$ cat src/rtl/pd_tick_pkg.sv
package pd_tick_pkg;
  localparam int unsigned PSC_CODE_W   = 3;
  localparam int unsigned PSC_MAX_CODE = 4;
  localparam int unsigned HBIT_CODE_W  = 6;
  localparam int unsigned IFG_CODE_W   = 5;
  localparam int unsigned TWIN_CODE_W  = 5;

  // Prescale ratio for a valid exponent code.
  function automatic int unsigned psc_ratio(input int unsigned code);
    return 32'd1 << code;
  endfunction
endpackage

$ cat src/rtl/pd_pow2_prescaler.sv
module pd_pow2_prescaler #(
  parameter int unsigned CODE_W   = 3,
  parameter int unsigned MAX_CODE = 4,
  localparam int unsigned CNT_W   = (MAX_CODE > 0) ? MAX_CODE : 1
) (
  input  logic              clk,
  input  logic              rst_n,
  input  logic              en_i,
  input  logic [CODE_W-1:0] code_i,
  output logic              tick_o,
  output logic              reserved_o
);
  logic [CNT_W-1:0] cnt_q;
  logic [CNT_W-1:0] limit;
  logic             wrap;

  assign reserved_o = (32'(code_i) > MAX_CODE);

  always_comb begin
    if (reserved_o) limit = '0;
    else            limit = CNT_W'(pd_tick_pkg::psc_ratio(32'(code_i)) - 32'd1);
  end

  assign wrap   = (cnt_q >= limit);
  assign tick_o = en_i && !reserved_o && wrap;

  always_ff @(posedge clk or negedge rst_n) begin
    if (!rst_n)                    cnt_q <= '0;
    else if (!en_i || reserved_o)  cnt_q <= '0;
    else if (wrap)                 cnt_q <= '0;
    else                           cnt_q <= cnt_q + 1'b1;
  end

  // a disabled cycle leaves the counter at zero
  a_r8_psc_restart: assert property (@(posedge clk) disable iff (!rst_n)
    !en_i |=> (cnt_q == '0));
  // the counter never runs past the programmed limit under a fixed code
  a_r1_psc_bound: assert property (@(posedge clk) disable iff (!rst_n)
    (en_i && $stable(code_i) && !reserved_o) |-> (cnt_q <= limit));
  // a strobe is followed by a fresh count
  a_r1_psc_wrap: assert property (@(posedge clk) disable iff (!rst_n)
    tick_o |=> (cnt_q == '0));
endmodule

$ cat src/rtl/pd_tick_divider.sv
module pd_tick_divider #(
  parameter int unsigned CODE_W        = 5,
  parameter bit          ZERO_RESERVED = 1'b0
) (
  input  logic              clk,
  input  logic              rst_n,
  input  logic              en_i,
  input  logic              parent_i,
  input  logic [CODE_W-1:0] code_i,
  output logic              tick_o,
  output logic              reserved_o
);
  logic [CODE_W-1:0] cnt_q;
  logic              wrap;

  generate
    if (ZERO_RESERVED) begin : g_zero_res
      assign reserved_o = (code_i == '0);
    end else begin : g_zero_ok
      assign reserved_o = 1'b0;
    end
  endgenerate

  assign wrap   = (cnt_q >= code_i);
  assign tick_o = en_i && !reserved_o && parent_i && wrap;

  always_ff @(posedge clk or negedge rst_n) begin
    if (!rst_n)                   cnt_q <= '0;
    else if (!en_i || reserved_o) cnt_q <= '0;
    else if (parent_i) begin
      if (wrap) cnt_q <= '0;
      else      cnt_q <= cnt_q + 1'b1;
    end
  end

  // a child strobe needs a parent strobe in the same cycle
  a_r4_child_needs_parent: assert property (@(posedge clk) disable iff (!rst_n)
    tick_o |-> parent_i);
  // the count is zero after any disabled cycle
  a_r8_div_restart: assert property (@(posedge clk) disable iff (!rst_n)
    !en_i |=> (cnt_q == '0));
  // the count only moves on a parent strobe
  a_r2_div_hold: assert property (@(posedge clk) disable iff (!rst_n)
    (en_i && !parent_i && !reserved_o) |=> $stable(cnt_q));
  // a reserved code pins the count at zero
  a_r5_div_reserved: assert property (@(posedge clk) disable iff (!rst_n)
    reserved_o |=> (cnt_q == '0));
endmodule

$ cat src/rtl/pd_tick_gen.sv
module pd_tick_gen
  import pd_tick_pkg::*;
#(
  parameter int unsigned P_CODE_W = PSC_CODE_W,
  parameter int unsigned P_MAX    = PSC_MAX_CODE,
  parameter int unsigned H_CODE_W = HBIT_CODE_W,
  parameter int unsigned G_CODE_W = IFG_CODE_W,
  parameter int unsigned T_CODE_W = TWIN_CODE_W
) (
  input  logic                clk,
  input  logic                rst_n,
  input  logic                enable,
  input  logic [P_CODE_W-1:0] psc_code,
  input  logic [H_CODE_W-1:0] hbit_code,
  input  logic [G_CODE_W-1:0] ifg_code,
  input  logic [T_CODE_W-1:0] twin_code,
  output logic                pclk_tick,
  output logic                hbit_tick,
  output logic                ifg_tick,
  output logic                twin_tick,
  output logic                config_error
);
  logic psc_res, hbit_res, ifg_res, twin_res;
  logic any_res;
  logic err_q;

  pd_pow2_prescaler #(.CODE_W(P_CODE_W), .MAX_CODE(P_MAX)) u_psc (
    .clk(clk), .rst_n(rst_n), .en_i(enable), .code_i(psc_code),
    .tick_o(pclk_tick), .reserved_o(psc_res));

  pd_tick_divider #(.CODE_W(H_CODE_W), .ZERO_RESERVED(1'b0)) u_hbit (
    .clk(clk), .rst_n(rst_n), .en_i(enable), .parent_i(pclk_tick),
    .code_i(hbit_code), .tick_o(hbit_tick), .reserved_o(hbit_res));

  pd_tick_divider #(.CODE_W(G_CODE_W), .ZERO_RESERVED(1'b1)) u_ifg (
    .clk(clk), .rst_n(rst_n), .en_i(enable), .parent_i(pclk_tick),
    .code_i(ifg_code), .tick_o(ifg_tick), .reserved_o(ifg_res));

  pd_tick_divider #(.CODE_W(T_CODE_W), .ZERO_RESERVED(1'b1)) u_twin (
    .clk(clk), .rst_n(rst_n), .en_i(enable), .parent_i(hbit_tick),
    .code_i(twin_code), .tick_o(twin_tick), .reserved_o(twin_res));

  assign any_res = psc_res | hbit_res | ifg_res | twin_res;

  always_ff @(posedge clk or negedge rst_n) begin
    if (!rst_n)                  err_q <= 1'b0;
    else if (enable && any_res)  err_q <= 1'b1;
  end
  assign config_error = err_q;

  // the error flag is sticky
  a_r7_sticky: assert property (@(posedge clk) disable iff (!rst_n)
    config_error |=> config_error);
  // an enabled reserved setting raises the flag
  a_r7_raise: assert property (@(posedge clk) disable iff (!rst_n)
    (enable && (psc_code > P_CODE_W'(P_MAX) || ifg_code == '0 || twin_code == '0))
      |=> config_error);
  // a reserved prescale silences the whole cascade
  a_r6_cascade_quiet: assert property (@(posedge clk) disable iff (!rst_n)
    (psc_code > P_CODE_W'(P_MAX)) |-> !(hbit_tick || ifg_tick || twin_tick));
  // no strobe while disabled
  a_r8_quiet: assert property (@(posedge clk) disable iff (!rst_n)
    !enable |-> !(pclk_tick || hbit_tick || ifg_tick || twin_tick));
endmodule

$ cat config.mk
export PLATFORM = sky130hd
export DESIGN_NAME = pd_tick_gen
export DESIGN_NICKNAME = d
export VERILOG_FILES = /design/src/rtl/pd_tick_pkg.sv /design/src/rtl/pd_pow2_prescaler.sv /design/src/rtl/pd_tick_divider.sv /design/src/rtl/pd_tick_gen.sv
export SDC_FILE = /design/constraint.sdc
export NUM_CORES = 1
export LEC_CHECK = 0
export BUFFER_PORTS_ARGS = -buffer_cell sky130_fd_sc_hd__buf_4
export CORE_ASPECT_RATIO = 1.25
export CORE_MARGIN = 3
export CORE_UTILIZATION = 55
export CTS_BUF_LIST = sky130_fd_sc_hd__clkbuf_4
export DETAILED_ROUTE_END_ITERATION = 12
export PLACE_DENSITY = 0.83
export SLEW_MARGIN = 20
export SYNTH_ARGS = -nofsm -noshare
export SYNTH_HDL_FRONTEND = slang
export SYNTH_SLANG_ARGS = --single-unit
$ cat constraint.sdc
create_clock -name clk -period 3.3 [get_ports clk]
set_input_delay 0.495 -clock clk [delete_from_list [all_inputs] [get_ports clk]]
set_output_delay 0.495 -clock clk [all_outputs]
set_load 0.1 [all_outputs]
# After elaboration in Yosys (flattened, before gate mapping)
# Index checks and enable logic that the tools add are counted.
# word_totals
inputBits	22
output_inout_bits	5
word_cells	53
regBits	21
# classes
order_cmp	5
n_shift	1
mux	12
add_sub_neg	5
eq_ne	1
n_bitwise	2
reduce_logical	22
# ops
op	n
two-way mux 5 bit	6
two-way mux 6 bit	3
two-way mux 4 bit	3
logical AND 1 bit	11
adder 5 x 1 -> 5 bit (second input constant)	2
greater-or-equal comparator 5 bit	2
logical NOT 5 bit	2
adder 6 x 1 -> 6 bit (second input constant)	1
greater-or-equal comparator 6 bit	1
adder 4 x 1 -> 4 bit (second input constant)	1
greater-or-equal comparator 4 bit	1
logical NOT 1 bit	4
nonzero test 2 bit	2
<< shifter 1 x 3 -> 4 bit (first input constant)	1
subtractor 4 x 1 -> 4 bit (second input constant)	1
greater-than comparator 3 bit (second input constant)	1
logical OR 1 bit	3
!= test 2 x 1 -> 1 bit (second input constant)	1
OR 1 bit	2

# Logic depth before layout (Yosys ltp)
# Gate-level depths: netlist (run 1).
# depth
word_depth	9
mapped_depth	12
mapped_depth_nobuf	12

# By module
# Synthesis (run 1) repeated with hierarchy kept, for this count alone.
# unflattened
cells_unflattened	196
area_unflattened_um2	1766.7
# modules_own_cells
module	cells_each	area_each_um2	seq_area_each_um2	instances
pd_tick_divider (u_ifg ...)	50	435.4	125.1	2
pd_tick_divider (u_hbit)	54	480.5	150.1	1
pd_pow2_prescaler	39	375.4	100.1	1
pd_tick_gen	3	40.0	25.0	1

# Least setup slack after synthesis (run 1)
# OpenSTA, ideal clock, no wires.
# synth_path
path_type	input-to-output
from	input port psc_code[1]
to	output port twin_tick
n_path_buf	0
path_slack_ns	-2.040
t_arrival_ns	4.845
stages	10
t_required_ns	2.805
cell_sequence	nor2_1 -> ha_1 -> mux2_2 -> nand2_1 -> a21o_1 -> ha_1 -> o21ai_0 -> nand2_1 -> nand3_2 -> nor4_1
# synth_between
elab_chain_len	9
word_cells_on_any_way	12
cone_classes	add/sub: 1; order compare: 2; shift: 1; mux: 1; reduce/logical: 7
# synth_lines
item	line_no	rtl
start: declaration	pd_tick_gen.sv:13	input logic [P_CODE_W-1:0] psc_code,
<< shifter 1 x 3 -> 4 bit	pd_tick_pkg.sv:10	return 32'd1 << code;
subtractor 4 x 1 -> 4 bit	pd_pow2_prescaler.sv:21	else limit = CNT_W'(pd_tick_pkg::psc_ratio(32'(code_i)) - 32'd1);
two-way mux 4 bit	pd_pow2_prescaler.sv:20	if (reserved_o) limit = '0;
greater-or-equal comparator 4 bit	pd_pow2_prescaler.sv:24	assign wrap = (cnt_q >= limit);
logical AND 1 bit *	pd_pow2_prescaler.sv:25	assign tick_o = en_i && !reserved_o && wrap;
logical AND 1 bit * (4 in series)	pd_tick_divider.sv:25	assign tick_o = en_i && !reserved_o && parent_i && wrap;
end: declaration	pd_tick_gen.sv:20	output logic twin_tick,
# Mark *: on every way between the ends. The rest lies on a longest branch, timed or not.

# Worst setup path after layout (run 1)
# Ends and elaborated chain as after synthesis.

==> metrics.cfg, run 1 <==
[run_status]
outcome=finished, final reports clean

[die]
dieWidth_um=56.0
die_h_um=68.5
die_area_mm2=0.00384
start_util=0.578
rows=22
io_pins=27
core_area_mm2=0.00297

[critical_path]
cp-end-kind=output pin
crit_type=input port to output pin
path_max_fanout=5
cp-startpoint=psc_code[1]
cp_data_arrival_time_ns=2.59
crit_path_start_kind=input port
worstPathRequired_ns=2.80
reg2reg_from=u_hbit.cnt_q[2]

[layout]
drive_gt1_frac=0.195
diodes=0
multiInputGateArea_mm2=0.00112
syn2layout_area_growth_pct=21.0
regArea_um2=526
final_cells=277
fillers=257
finalNetCount=290

[job]
max-cap-violations=0

[clocking]
htree_levels=1
cts_buffers=3
clk_latency_ns=0.31
cts-resized-gates=0
cts_buffer_depth=2
cts_tree=built
clkTransAtPathRegs_ns=0.13
cts_root_buf=clkbuf_4
post-cts-setup-buffers=0
cts.sinks=21
hold_buffers=0

[detailed_routing]
vias_per_cell=5.82
drc=0
drtIter0Drc=36
drtPass1Iterations=4
wl_per_cell_um=13.2
dr_total_vias=1611
drt_wl_total_um=3660
postRouteAntennaNets=0

[global_route]
grt_first_pass_wirelength_um=6230
gr-total-overflow=0
grt_usage=0.206
grt_max_degree=22
grt_pass1_vias=1479
antenna_found_initial=0

[placed_design]
hpwl_um=2950
portBuffers=26
place_congestion=0.859
place_inst=273

[timing]
worst_pin_slew_ns=0.553
min_period_over_period=0.935
hold_violations=0
fmax_ghz=0.324
final-setup-viol-count=0
setup_tns_ns=0
finClkSkew_ns=0.00636
final.min_clock_period_ns=3.08
rsz0062_at_grt=false
slew_headroom=0.629
maxSlewViolCount=0

[synth]
synthArstFlopShare=1.00
synth-seq-area-share=0.306
synthesis.nets=253
synth_ff_type=dfrtp_1
synth-seq-cells=21
syn_area_mm2=0.00172
postSynthCellCount=205
synth_enable_flop_cells=0
ys_warn_count=0
avgSynthCellArea_um2=8.39
synth_cell_types=42

[worst_hold_path]
min_path_type=input port to async pin

[pwr]
worst_ir_drop_vdd_mv=0.240
p_leak_nw=1.05
powerDensity_mw_per_mm2=282

## registers in the layout, summed over array words and instances, names as in the netlist
signal	flops
config_error	1
u_twin.cnt_q	5
u_hbit.cnt_q	6
u_psc.cnt_q	4
u_ifg.cnt_q	5
## layout by cell type, fill, tap and decap left out, types with 3 or more instances in the layout
master / instances
o21ai_1: 6
nor2b_1: 3
or4_1: 4
nand4_1: 3
a211oi_1: 5
o21ai_0: 6
inv_1: 25
buf_4: 33
a21oi_1: 13
ha_1: 26
and3_1: 3
dfrtp_1: 21
nor2_1: 12
clkbuf_4: 3
nand2_1: 15
a21o_1: 5
or3_1: 3
nand2b_1: 3
nand3_1: 11
nor3_1: 3
## report_power, final
part           switching [mW]  total, mW  internal, mW
registers              0.0144      0.284         0.270
logic                  0.0979      0.174        0.0762
clock network          0.0836      0.129        0.0453
total                   0.196      0.587         0.392
## worst paths after layout
path                              endpoint  slack (ns)  cells after the start
hold reg to reg             u_psc.cnt_q[0]        0.50                      1
min in group clk           u_hbit.cnt_q[5]        0.49                      3
setup / recovery                 twin_tick        0.22                     12
setup reg to reg           u_hbit.cnt_q[5]        1.15                      6
hold / removal              u_ifg.cnt_q[3]        0.04                      1
max in group asynchronous  u_twin.cnt_q[1]        3.04                      1
## critical path, cell delays in order
cell,delay (ns)
buf_4,0.13
nor2_2,0.15
ha_1,0.20
mux2_2,0.33
nand2_1,0.06
a21o_1,0.11
ha_1,0.18
o21ai_0,0.12
nand2_1,0.13
nand3_4,0.14
nor4_4,0.29
buf_6,0.26
## synth_stat cells, types with 2 or more instances
cell type	number	area (um^2)
ha_1	26	325
inv_1	25	93.8
dfrtp_1	21	526
nand2_1	15	56.3
nor2_1	14	52.6
a21oi_1	13	65.1
nand3_1	11	55.1
o21ai_0	6	30.0
o21ai_1	6	30.0
a211oi_1	5	37.5
a21o_1	5	37.5
nor3_1	4	20.0
or4_1	4	30.0
and3_1	3	18.8
nand2b_1	3	18.8
nand4_1	3	18.8
nor2b_1	3	18.8
or3_1	3	18.8
a2111o_1	2	22.5
a31oi_1	2	12.5
a32oi_1	2	17.5
and2_1	2	12.5
inv_2	2	7.51
nand4b_1	2	17.5
nor3b_1	2	15.0
o211ai_1	2	15.0
o21bai_1	2	15.0
o22ai_1	2	12.5
xnor2_1	2	17.5
## through the flow
stage / utilization / hold WS, ns / setup WS (ns) / power, mW / cell area (um^2)
final: 0.700 / 0.0403 / 0.215 / 0.587 / 2080
after global routing: 0.700 / 0.0466 / 0.0240 / 0.629 / 2080
after CTS: 0.695 / 0.0481 / 0.0323 / 0.588 / 2070
after detailed placement: 0.686 / 0.399 / 0.0403 / 0.462 / 2040
after global placement: 0.686 / 0.400 / 0.116 / 0.456 / 2040
after floorplan: - / 0.199 / -0.301 / 0.397 / 1750
## layer usage
metal / global-route usage / share of wire
met2: 0.380 / 0.51
met1: 0.239 / 0.44
met3: 0.0205 / 0.038
met4: 0.110 / 0.016
met5: 0 / 0
## area by class of cell
class | instances | share of cell area
flip-flops and latches | 21 | 0.253
inverters | 27 | 0.0487
well taps | 36 | 0.0216
clock buffers | 3 | 0.0108
repair buffers | 34 | 0.124
clock inverters | 1 | 0.00241
multi-input cells | 155 | 0.539
## cell families after synthesis
logic type | after synthesis | synth area share
mux | 1 | 0.00655
fa+ha+maj | 26 | 0.189
simple gates | 76 | 0.237
buf+inv | 29 | 0.0640
compound gates | 49 | 0.182
flops | 21 | 0.306
xor+xnor | 3 | 0.0153
Power figures use the tool's default switching activity.
==> run 2: changes to the inputs <==
Settings changed: PLACE_DENSITY 0.83 to 0.86.
==> run 2 against run 1 <==
Against the previous run: final cell count fell by 0.36%; power fell by 0.83%; design area barely moved; clock power fell by 4%; maximum frequency fell by 3.0%; clock skew fell by 0.0025 ns; flip-flop and latch count did not move.
==> metrics.cfg, run 2 (synthesized netlist as in run 1, its figures left out) <==
[run_status]
outcome=finished, final reports clean

[critical_path]
cp_slowest_cell=mux2_2
cp_num_buf_inv=2  ; unchanged
crit_path_start_kind=input port
path_max_fanout=4  ; -1
cp_cell_sequence=buf_4 -> nor2_2 -> ha_2 -> mux2_2 -> nand2_1 -> a21o_1 -> ha_1 -> o21ai_0 -> nand2_1 -> nand3_2 -> nor4_4 -> buf_6
cp-end-kind=output pin
critPathTopFamily=simple AND/OR/NAND/NOR gates
worstPathRequired_ns=2.80  ; about the same
crit_type=input port to output pin
cp_data_arrival_time_ns=2.68  ; +0.09 ns
cp_slowest_stage_delay_ns=0.34  ; about the same
crit_top_cell=nand2_1

[layout]
top_register=u_hbit.cnt_q
final_cells=276  ; -0.36%
finalNetCount=289  ; -0.34%
final_area_mm2=0.00208  ; about the same
reg_top3=u_hbit.cnt_q (6), u_ifg.cnt_q (5), u_twin.cnt_q (5)
final_util=0.699  ; about the same
drive_gt1_frac=0.196  ; +0.000813
largest_reg_flops=6  ; unchanged
syn2layout_area_growth_pct=21.0  ; about the same
layout_common_cells=buf_4, inv_1, ha_1
final_common_cell=buf_4
diodes=0  ; unchanged

[global_route]
gr-total-overflow=0  ; unchanged
grt_max_degree=22  ; unchanged
grt_first_pass_wirelength_um=6020  ; -3.3%
antenna_found_initial=0  ; unchanged
grt_pass1_vias=1443  ; -2.4%
grt_usage=0.198  ; -0.00846

[placed_design]
place_inst=271  ; -0.73%
place_area_mm2=0.00202  ; -0.74%
place_congestion=0.936  ; +8.9%
portBuffers=26  ; unchanged
hpwl_um=2800  ; -5.1%

[die]
start_util=0.578  ; unchanged
core_area_mm2=0.00297  ; unchanged
dieWidth_um=56.0  ; unchanged
io_pins=27  ; unchanged
die_h_um=68.5  ; unchanged
die_area_mm2=0.00384  ; unchanged
rows=22  ; unchanged

[job]
max-cap-violations=0  ; unchanged

[timing]
finClkSkew_ns=0.00390  ; -0.00246 ns
slew_headroom=0.529  ; -0.100
maxSlewViolCount=0  ; unchanged
fmax_ghz=0.314  ; -3.0%
hold_violations=0  ; unchanged
final.min_clock_period_ns=3.18  ; +0.0951 ns
worst_pin_slew_ns=0.704  ; +0.151 ns
rsz0062_at_grt=false
min_period_over_period=0.964  ; +0.0288
final-setup-viol-count=0  ; unchanged

[detailed_routing]
drc=0  ; unchanged
drt_wl_total_um=3530  ; -3.5%
dr_total_vias=1590  ; -1.3%
postRouteAntennaNets=0  ; unchanged
drtPass1Iterations=4  ; unchanged
wl_per_cell_um=12.8  ; -3.2%
drtIter0Drc=51  ; +42%
vias_per_cell=5.76  ; -0.95%

[clocking]
clkTransAtPathRegs_ns=0.12  ; about the same
cts_buffers=3  ; unchanged
clk_latency_ns=0.31  ; about the same
cts_root_buf=clkbuf_4
hold_buffers=0  ; unchanged
htree_levels=1  ; unchanged
cts.sinks=21  ; unchanged
cts_buffer_depth=2  ; unchanged
cts_tree=built

[pwr]
powerDensity_mw_per_mm2=280  ; -0.77%
worst_ir_drop_vdd_mv=0.276  ; +15%
p_leak_nw=1.04  ; -0.37%
power_mw=0.583  ; -0.83%

[worst_hold_path]
min_path_type=input port to async pin

==> run 2: changes by cell type in the layout (fill, tap and decap cells not counted), sizes merged <==
cell  change
buf       -1
==> run 2: power by group <==
| group | leakage, nW | switching, mW | internal, mW |
|---|---|---|---|
| combinational | 0.743 | 0.0960 | 0.0772 |
| clock | 0.0177 | 0.0790 | 0.0453 |
| sequential | 0.284 | 0.0151 | 0.270 |
| total | 1.04 | 0.190 | 0.393 |
==> run 2: final cells by class <==
type / instances / area (um^2)
Clock inverter: 1 / 5.00
Tap cell: 36 / 45.0
Multi-Input combinational cell: 155 / 1120
Fill cell: 258 / 893
Timing Repair Buffer: 33 / 263
Sequential cell: 21 / 526
Clock buffer: 3 / 22.5
Inverter: 27 / 101
==> run 2: what timing repair did <==
action | 4_1_cts | 5_1_grt
resized for setup | 2 | 4
setup buffers | 0 | 1
pin swaps | 0 | 1
endpoints found under the setup margin | 2 | 4
hold endpoints to repair | 0 | 0
==> run 2: worst reg2reg max path, stage by stage (launching register included) <==
cell and delay [ns]:
dfrtp_1 0.43, inv_1 0.06, ha_1 0.27, nor2b_1 0.11, o21ai_1 0.07, a31oi_1 0.56
or4b_1 0.49, a21oi_1 0.15
==> run 2: per-layer routing <==
layer	track usage	share of wire
met2	0.363	0.51
met4	0.0920	0.016
met5	0	0
met3	0.0223	0.033
met1	0.234	0.44
==> run 2: worst paths after layout <==
path / slack (ns) / cells past startpoint / endpoint / startpoint
worst max-delay path: 0.12 / 12 / twin_tick / psc_code[1]
worst min-delay path: 0.05 / 1 / u_ifg.cnt_q[0] / rst_n
worst max register to register: 1.08 / 7 / u_twin.cnt_q[0] / u_twin.cnt_q[0]
worst min register to register: 0.50 / 1 / u_psc.cnt_q[0] / u_psc.cnt_q[0]
max in group asynchronous: 3.03 / 1 / u_psc.cnt_q[0] / rst_n
min in group clk: 0.48 / 3 / u_hbit.cnt_q[5] / enable
==> run 2: stage by stage <==
| stage | setup WS [ns] | setup TNS (ns) | hold WS, ns |
|---|---|---|---|
| after floorplan | -0.301 | -0.316 | 0.199 |
| after global placement | 0.0989 | 0 | 0.395 |
| after detailed placement | 0.00962 | 0 | 0.398 |
| after CTS | 0.0302 | 0 | 0.0454 |
| after global routing | 0.000347 | 0 | 0.0486 |
| final | 0.120 | 0 | 0.0462 |
